`config.mk`:
```
export PLATFORM = sky130hd
export DESIGN_NAME = junction_sequencer
export DESIGN_NICKNAME = d
export VERILOG_FILES = /design/src/rtl/tlc_pkg.sv /design/src/rtl/phase_timer.sv /design/src/rtl/lamp_decode.sv /design/src/rtl/junction_sequencer.sv
export SDC_FILE = /design/constraint.sdc
export NUM_CORES = 1
export LEC_CHECK = 0
export ABC_AREA = 1
export ABC_CLOCK_PERIOD_IN_PS = 2600
export BUFFER_PORTS_ARGS = -buffer_cell sky130_fd_sc_hd__buf_4
export CAP_MARGIN = 25
export CORE_ASPECT_RATIO = 1.1
export CORE_UTILIZATION = 30
export DETAILED_ROUTE_END_ITERATION = 8
export PLACE_DENSITY = 0.59
export SKIP_LAST_GASP = 1
export SLEW_MARGIN = 5
export SYNTH_ARGS = -nofsm -noshare
export SYNTH_HDL_FRONTEND = slang
export SYNTH_SLANG_ARGS = --single-unit
```
`constraint.sdc`:
```
create_clock -name clk_i -period 2.6 [get_ports clk_i]
set_input_delay 0.52 -clock clk_i [delete_from_list [all_inputs] [get_ports clk_i]]
set_output_delay 0.52 -clock clk_i [all_outputs]
set_load 0.005 [all_outputs]
```
`src/rtl/tlc_pkg.sv`:
```
package tlc_pkg;

    localparam int DIR_W    = 2;
    localparam int NUM_DIRS = 1 << DIR_W;

    typedef enum logic [1:0] {
        PH_GREEN = 2'd0,
        PH_Y1    = 2'd1,
        PH_Y2    = 2'd2,
        PH_BAD   = 2'd3
    } phase_e;

    typedef struct packed {
        logic             startup;
        logic [DIR_W-1:0] dir;
        phase_e           phase;
    } ctl_t;

    typedef struct packed {
        logic [NUM_DIRS-1:0] red;
        logic [NUM_DIRS-1:0] yel;
        logic [NUM_DIRS-1:0] grn;
        logic [NUM_DIRS-1:0] walk;
    } lamps_t;

endpackage

```
`src/rtl/phase_timer.sv`:
```
module phase_timer #(
    parameter int CW = 4
) (
    input  logic          clk_i,
    input  logic          rst_i,
    input  logic          tick_i,
    input  logic          restart_i,
    input  logic [CW-1:0] limit_i,
    output logic          expire_o
);

    logic [CW-1:0] cnt_d, cnt_q;

    always_comb begin
        expire_o = tick_i && !restart_i && (cnt_q == limit_i - 1'b1);
        cnt_d    = cnt_q;
        if (restart_i || expire_o) begin
            cnt_d = '0;
        end else if (tick_i) begin
            cnt_d = cnt_q + 1'b1;
        end
    end

    always_ff @(posedge clk_i) begin
        if (rst_i) begin
            cnt_q <= '0;
        end else begin
            cnt_q <= cnt_d;
        end
    end

    // the tick count in a phase never reaches the phase length
    assert_count_in_range_R5: assert property (@(posedge clk_i) disable iff (rst_i)
        cnt_q < limit_i);

endmodule

```
`src/rtl/lamp_decode.sv`:
```
module lamp_decode
    import tlc_pkg::*;
(
    input  ctl_t                ctl_i,
    output logic [NUM_DIRS-1:0] red_o,
    output logic [NUM_DIRS-1:0] yel_o,
    output logic [NUM_DIRS-1:0] grn_o,
    output logic [NUM_DIRS-1:0] walk_o
);

    for (genvar i = 0; i < NUM_DIRS; i++) begin : g_dir
        logic served;
        assign served    = !ctl_i.startup && (ctl_i.dir == DIR_W'(i));
        assign red_o[i]  = !served || (ctl_i.phase == PH_BAD);
        assign grn_o[i]  = served && (ctl_i.phase == PH_GREEN);
        assign yel_o[i]  = served && ((ctl_i.phase == PH_Y1) || (ctl_i.phase == PH_Y2));
        assign walk_o[i] = served && (ctl_i.phase == PH_Y2);
    end

endmodule

```
`src/rtl/junction_sequencer.sv`:
```
module junction_sequencer
    import tlc_pkg::*;
#(
    parameter int START_TICKS = 2,
    parameter int GREEN_TICKS = 10,
    parameter int Y1_TICKS    = 2,
    parameter int Y2_TICKS    = 3
) (
    input  logic       clk_i,
    input  logic       rst_i,
    input  logic       tick_i,
    output logic [3:0] red_o,
    output logic [3:0] yellow_o,
    output logic [3:0] green_o,
    output logic [3:0] walk_o
);

    localparam int MAX_AB  = (START_TICKS > GREEN_TICKS) ? START_TICKS : GREEN_TICKS;
    localparam int MAX_CD  = (Y1_TICKS > Y2_TICKS) ? Y1_TICKS : Y2_TICKS;
    localparam int MAX_T   = (MAX_AB > MAX_CD) ? MAX_AB : MAX_CD;
    localparam int CW      = $clog2(MAX_T + 1);

    ctl_t          ctl_d, ctl_q;
    lamps_t        lamps_d, lamps_q;
    logic [CW-1:0] limit;
    logic          restart;
    logic          expire;

    phase_timer #(.CW(CW)) u_timer (
        .clk_i     (clk_i),
        .rst_i     (rst_i),
        .tick_i    (tick_i),
        .restart_i (restart),
        .limit_i   (limit),
        .expire_o  (expire)
    );

    always_comb begin
        ctl_d   = ctl_q;
        restart = 1'b0;
        if (ctl_q.startup) begin
            limit = CW'(START_TICKS);
        end else begin
            case (ctl_q.phase)
                PH_GREEN: limit = CW'(GREEN_TICKS);
                PH_Y1:    limit = CW'(Y1_TICKS);
                PH_Y2:    limit = CW'(Y2_TICKS);
                default:  limit = CW'(START_TICKS);
            endcase
        end

        if (ctl_q.startup) begin
            if (expire) begin
                ctl_d.startup = 1'b0;
                ctl_d.dir     = '0;
                ctl_d.phase   = PH_GREEN;
            end
        end else begin
            case (ctl_q.phase)
                PH_GREEN: if (expire) ctl_d.phase = PH_Y1;
                PH_Y1:    if (expire) ctl_d.phase = PH_Y2;
                PH_Y2: begin
                    if (expire) begin
                        ctl_d.dir   = ctl_q.dir + 1'b1;
                        ctl_d.phase = PH_GREEN;
                    end
                end
                default: begin
                    ctl_d.startup = 1'b1;
                    ctl_d.dir     = '0;
                    ctl_d.phase   = PH_GREEN;
                    restart       = 1'b1;
                end
            endcase
        end
    end

    lamp_decode u_decode (
        .ctl_i  (ctl_d),
        .red_o  (lamps_d.red),
        .yel_o  (lamps_d.yel),
        .grn_o  (lamps_d.grn),
        .walk_o (lamps_d.walk)
    );

    always_ff @(posedge clk_i) begin
        if (rst_i) begin
            ctl_q.startup <= 1'b1;
            ctl_q.dir     <= '0;
            ctl_q.phase   <= PH_GREEN;
            lamps_q.red   <= '1;
            lamps_q.yel   <= '0;
            lamps_q.grn   <= '0;
            lamps_q.walk  <= '0;
        end else begin
            ctl_q   <= ctl_d;
            lamps_q <= lamps_d;
        end
    end

    assign red_o    = lamps_q.red;
    assign yellow_o = lamps_q.yel;
    assign green_o  = lamps_q.grn;
    assign walk_o   = lamps_q.walk;

    // never two greens at once
    assert_single_green_R4: assert property (@(posedge clk_i) disable iff (rst_i)
        $onehot0(lamps_q.grn));

    // walk only with yellow on the same road
    assert_walk_with_yellow_R8: assert property (@(posedge clk_i) disable iff (rst_i)
        (lamps_q.walk & ~lamps_q.yel) == '0);

    // no tick, no change
    assert_hold_without_tick_R3: assert property (@(posedge clk_i) disable iff (rst_i)
        !tick_i |=> $stable(lamps_q));

    // leaving Y2 moves green to the next direction code
    assert_rotation_step_R7: assert property (@(posedge clk_i) disable iff (rst_i)
        (ctl_q.phase == PH_GREEN && $past(ctl_q.phase) == PH_Y2 && !ctl_q.startup)
        |-> ctl_q.dir == $past(ctl_q.dir) + 2'd1);

endmodule

```
Word-level counts from Yosys, hierarchy flattened --
Cells that the tools add are included.
Storage, ports and cells: register bits 25, input port bits 3
Cells by class: add/sub/neg operators 3, equal/unequal tests 9, mux-type cells 11, reductions and logical operators 36
Operators with widths (number):
- $logic_and 1x1->1 | 18
- $eq 2x2->1 const B | 5
- $mux 5 | 2
- $mux 4 | 2
- $pmux 4 s2 | 1
- $eq 2x1->1 const B | 3
- $logic_not 1->1 | 6
- $logic_not 2->1 | 3
- $logic_or 1x1->1 | 6
- $pmux 2 s3 | 1
- $add 4x1->4 const B | 1
- $eq 4x4->1 | 1
- $mux 2 | 2
- $pmux 2 s2 | 1
- $reduce_or 2->1 | 2
- $sub 4x1->4 const B | 1
- $reduce_or 3->1 | 1
- $add 2x1->2 const B | 1
- $mux 1 | 2

Longest topological paths before layout --
depth in word-level cells 14, depth in mapped cells 14

Hierarchy --
From an unflattened synthesis, not the netlist that was laid out.
Unflattened totals: cell total of the unflattened synthesis 175, area, all modules 1231.2 um2
Modules (own cells, without submodules):
- junction_sequencer | times used 1, cells each 89, area an instance 747.0 um2, seq. area each 420.4 um2
- phase_timer | times used 1, cells each 54, area an instance 325.3 um2, seq. area each 80.1 um2
- lamp_decode | times used 1, cells each 32, area an instance 158.9 um2, seq. area each 0.0 um2

Worst setup path after synthesis --
No wires, ideal clock.
path type in2reg, start in tick_i, end reg lamps_q, in the netlist yellow_o[2], setup time 0.115 ns, data arrival time 1.875 ns, data required time 2.485 ns, path slack 0.609 ns, cell stages on the path 12, path through nand2_1 nor2_2 nand2_1 nor2_1 nand2_2 ha_1 o31ai_1 o21ai_0 inv_1 nor2_4 nand2_2 nor2_1
Between the ends: cells in the longest elaborated chain, start to end 8, elaborated cells between the ends (all ways) 16
RTL lines:
- from (decl) | RTL line junction_sequencer.sv:11 | input logic tick_i,
- $logic_and 1x1->1 * (2 in series) | RTL line phase_timer.sv:15 | expire_o = tick_i && !restart_i && (cnt_q == limit_i - 1'b1);
- $mux 4, or another cell as far along | RTL line junction_sequencer.sv:63 | if (expire) begin
- $pmux 2 s3 or $pmux 2 s2 (tied branches) | RTL line junction_sequencer.sv:59 | case (ctl_q.phase)
- $mux 5 * | RTL line junction_sequencer.sv:52 | if (ctl_q.startup) begin
- $eq 2x1->1, or another cell as far along | RTL line lamp_decode.sv:16 | assign yel_o[i] = served && ((ctl_i.phase == PH_Y1) || (ctl_i.phase == PH_Y2));
- $logic_or 1x1->1 or $logic_and 1x1->1 (tied branches) | RTL line lamp_decode.sv:16, lamp_decode.sv:13
- $logic_and 1x1->1 * | RTL line lamp_decode.sv:16
- to (signal assigned) | RTL line junction_sequencer.sv:97 | lamps_q <= lamps_d;
- to (decl) | RTL line junction_sequencer.sv:24 | lamps_t lamps_d, lamps_q;
Every way passes the cells marked *; elsewhere a longest branch is shown, timed or not. A chain may end at the register's enable or synchronous reset.

==> results.py <==
metrics = {
    "clock_tree": {
        "htree_levels": 1,
        "cts_resized": 0,
        "postCtsSetupBuffers": 0,
        "numCtsBuffers": 3,
        "cts_sinks": 25,
        "ctsRootBufferMaster": "clkbuf_4",
        "clkSlewWorstSetupHoldPaths_ns": 0.13,
        "cts_hold_buf": 0,
        "clk_latency_ns": 0.31,
        "tritoncts": "done",
        "cts_buffer_depth": 2,
    },
    "critical_path": {
        "cp_max_fo": 7,
        "end_kind": "register",
        "ff2ff_path_depth": 10,
        "worstSetupPathType": "register to register",
        "arrival_ns": 2.35,
        "startpoint_type": "register",
        "cp.required_ns": 2.81,
    },
    "sta": {
        "max_slew_margin": 0.700,
        "fin_setup_tns_ns": 0,
        "fmax_mhz": 466,
        "finalHoldViolCount": 0,
        "fin_crit_sh": 0.826,
        "clock_skew_ns": 0.00691,
        "worst_slew_pin_slew_ns": 0.446,
        "finalSetupViolations": 0,
        "min_period_ns": 2.15,
        "setup_slack_ns": 0.453,
        "drv_slew": 0,
        "rsz0062_at_grt": "no",
    },
    "power": {
        "power_density_mw_per_mm2": 520,
        "power_leakage_nw": 0.563,
        "ir_drop_uv": 289,
    },
    "synthesis": {
        "yosys-top-cells-area": "dfxtp_1, nor2_1, nand2_1",
        "syn_area_sq_mm": 0.00109,
        "avgSynthCellArea_sq_um": 8.17,
        "syn-instance-count": 134,
        "yosysWarningCount": 0,
        "synth_seq_area_share": 0.457,
        "ys_ff_latch": 25,
        "synth_nets": 142,
        "synth_cell_types": 23,
        "synth_top_cell_area_share": 0.457,
        "synth_top_cell_by_area": "dfxtp_1",
    },
    "worst_hold_path": {
        "whs_path_depth": 2,
        "hold_path.class": "input pin to register",
    },
    "die": {
        "io_pins": 19,
        "initial_utilization": 0.321,
        "dieWidth_microns": 59.6,
        "fp.dieArea_sq_mm": 0.00390,
        "num_rows": 22,
        "core_sq_mm": 0.00341,
        "fp.dieH_microns": 65.4,
    },
    "placed_design": {
        "globalplace.congestion": 0.754,
        "portBuffers": 18,
        "place_hpwl_mm": 1.65,
        "place_ws_ns": 0.339,
    },
    "detailed_routing": {
        "wl_per_cell_microns": 9.50,
        "drt_pass1_iterations": 4,
        "ant_nets": 0,
        "drc": 0,
        "drtIter0Drc": 16,
        "vias": 891,
        "drt-vias-per-instance": 4.37,
        "wl_mm": 1.94,
    },
    "cells_and_area": {
        "n_antenna_cell": 0,
        "layout_common_cells": "nor2_1, dfxtp_1, nand2_1",
        "final_common_cell": "nor2_1",
        "drive_above_1_share": 0.276,
        "fin_nets": 165,
        "areaGrowthSynthToFinish_pct": 20.6,
    },
    "outcome": {
        "status": "completed",
    },
    "global_routing": {
        "antenna_found_initial": 0,
        "grt_pass1_wl_mm": 3.31,
        "grt_max_degree": 16,
        "grt_pass1_vias": 834,
        "gr-total-overflow": 0,
        "grtUsageTotal": 0.113,
    },
    "flow_run": {
        "maxCapViolCount": 0,
    },
}
[report_power, final]
group	internal (mW)	switching [mW]	leakage (nW)
clock network	0.0587	0.111	0.0139
logic	0.0396	0.0699	0.347
registers	0.395	0.0111	0.203
total	0.494	0.192	0.563
[area by class of cell]
cell class,instances,area (sq um)
timing repair buffer,18,135
inverter,16,60.1
tap,48,60.1
sequential,25,500
fill,380,2090
clock buffer,3,22.5
clock inverter,1,7.51
multi-input combinational,93,534
[cells in the mapped netlist]
master / instances
ha_1: 5
nor2_1: 26
a21oi_1: 4
o21bai_4: 1
nor3_1: 2
nand2_4: 1
nand3_2: 3
nor3b_1: 1
nand2_1: 22
inv_2: 2
o21a_1: 1
nor2_2: 4
xor2_1: 1
xnor2_1: 1
nand2_2: 7
inv_1: 14
nand4_1: 2
nor2_4: 2
nand3_1: 4
dfxtp_1: 25
nand3_4: 1
o31ai_1: 1
o21ai_0: 4
[metal layers]
layer / up-vias / track usage / part of all wire
li1: 467 / - / -
met5: - / 0 / 0
met4: 0 / 0.0320 / 0.010
met1: 399 / 0.114 / 0.40
met2: 23 / 0.212 / 0.53
met3: 2 / 0.0433 / 0.055
[critical path, stage by stage, from the launching register on]
cell and delay, ns:
dfxtp_1 0.47, nand2_1 0.10, nor2_2 0.21, nor2_2 0.07, nand3_2 0.10, nor2_2 0.07
o21ai_0 0.37, inv_1 0.09, ha_1 0.22, nor2_1 0.21, nand4_1 0.13
[worst paths after layout]
kind	from	endpoint	slack, ns
worst min register to register	u_timer.cnt_q[2]$_SDFFE_PP0P_	u_timer.cnt_q[2]$_SDFFE_PP0P_	0.50
worst max-delay path	ctl_q[0]$_SDFF_PP0_	red_o[1]$_SDFF_PP1_	0.45
worst max register to register	ctl_q[0]$_SDFF_PP0_	red_o[1]$_SDFF_PP1_	0.45
worst min-delay path	rst_i	ctl_q[3]$_SDFF_PP0_	0.40
[registers in the layout, summed over array words and instances, names as in the netlist]
register / count
ctl_q: 5
green_o: 4
red_o: 4
u_timer.cnt_q: 4
walk_o: 4
yellow_o: 4
[logic make-up after synthesis]
kind of cell / count (synthesis) / synth area share
buffers and inverters: 16 / 0.0549
adder cells (fa/ha/maj): 5 / 0.0571
AO/OA/AOI/OAI: 11 / 0.0674
flip-flops: 25 / 0.457
AND/OR/NAND/NOR: 75 / 0.347
XOR/XNOR: 2 / 0.0160
[metrics by stage]
step / hold slack, ns / utilization / cells / area [sq um] / power (mW)
after CTS: 0.387 / 0.387 / 204 / 1320 / 0.698
final: 0.400 / 0.387 / 204 / 1320 / 0.686
after global placement: 0.460 / 0.378 / 200 / 1290 / 0.522
after floorplan: 0.443 / - / 134 / 1090 / 0.495
after detailed placement: 0.487 / 0.378 / 200 / 1290 / 0.526
after global routing: 0.387 / 0.387 / 204 / 1320 / 0.725
No activity file was read; power rests on OpenSTA's default activity.
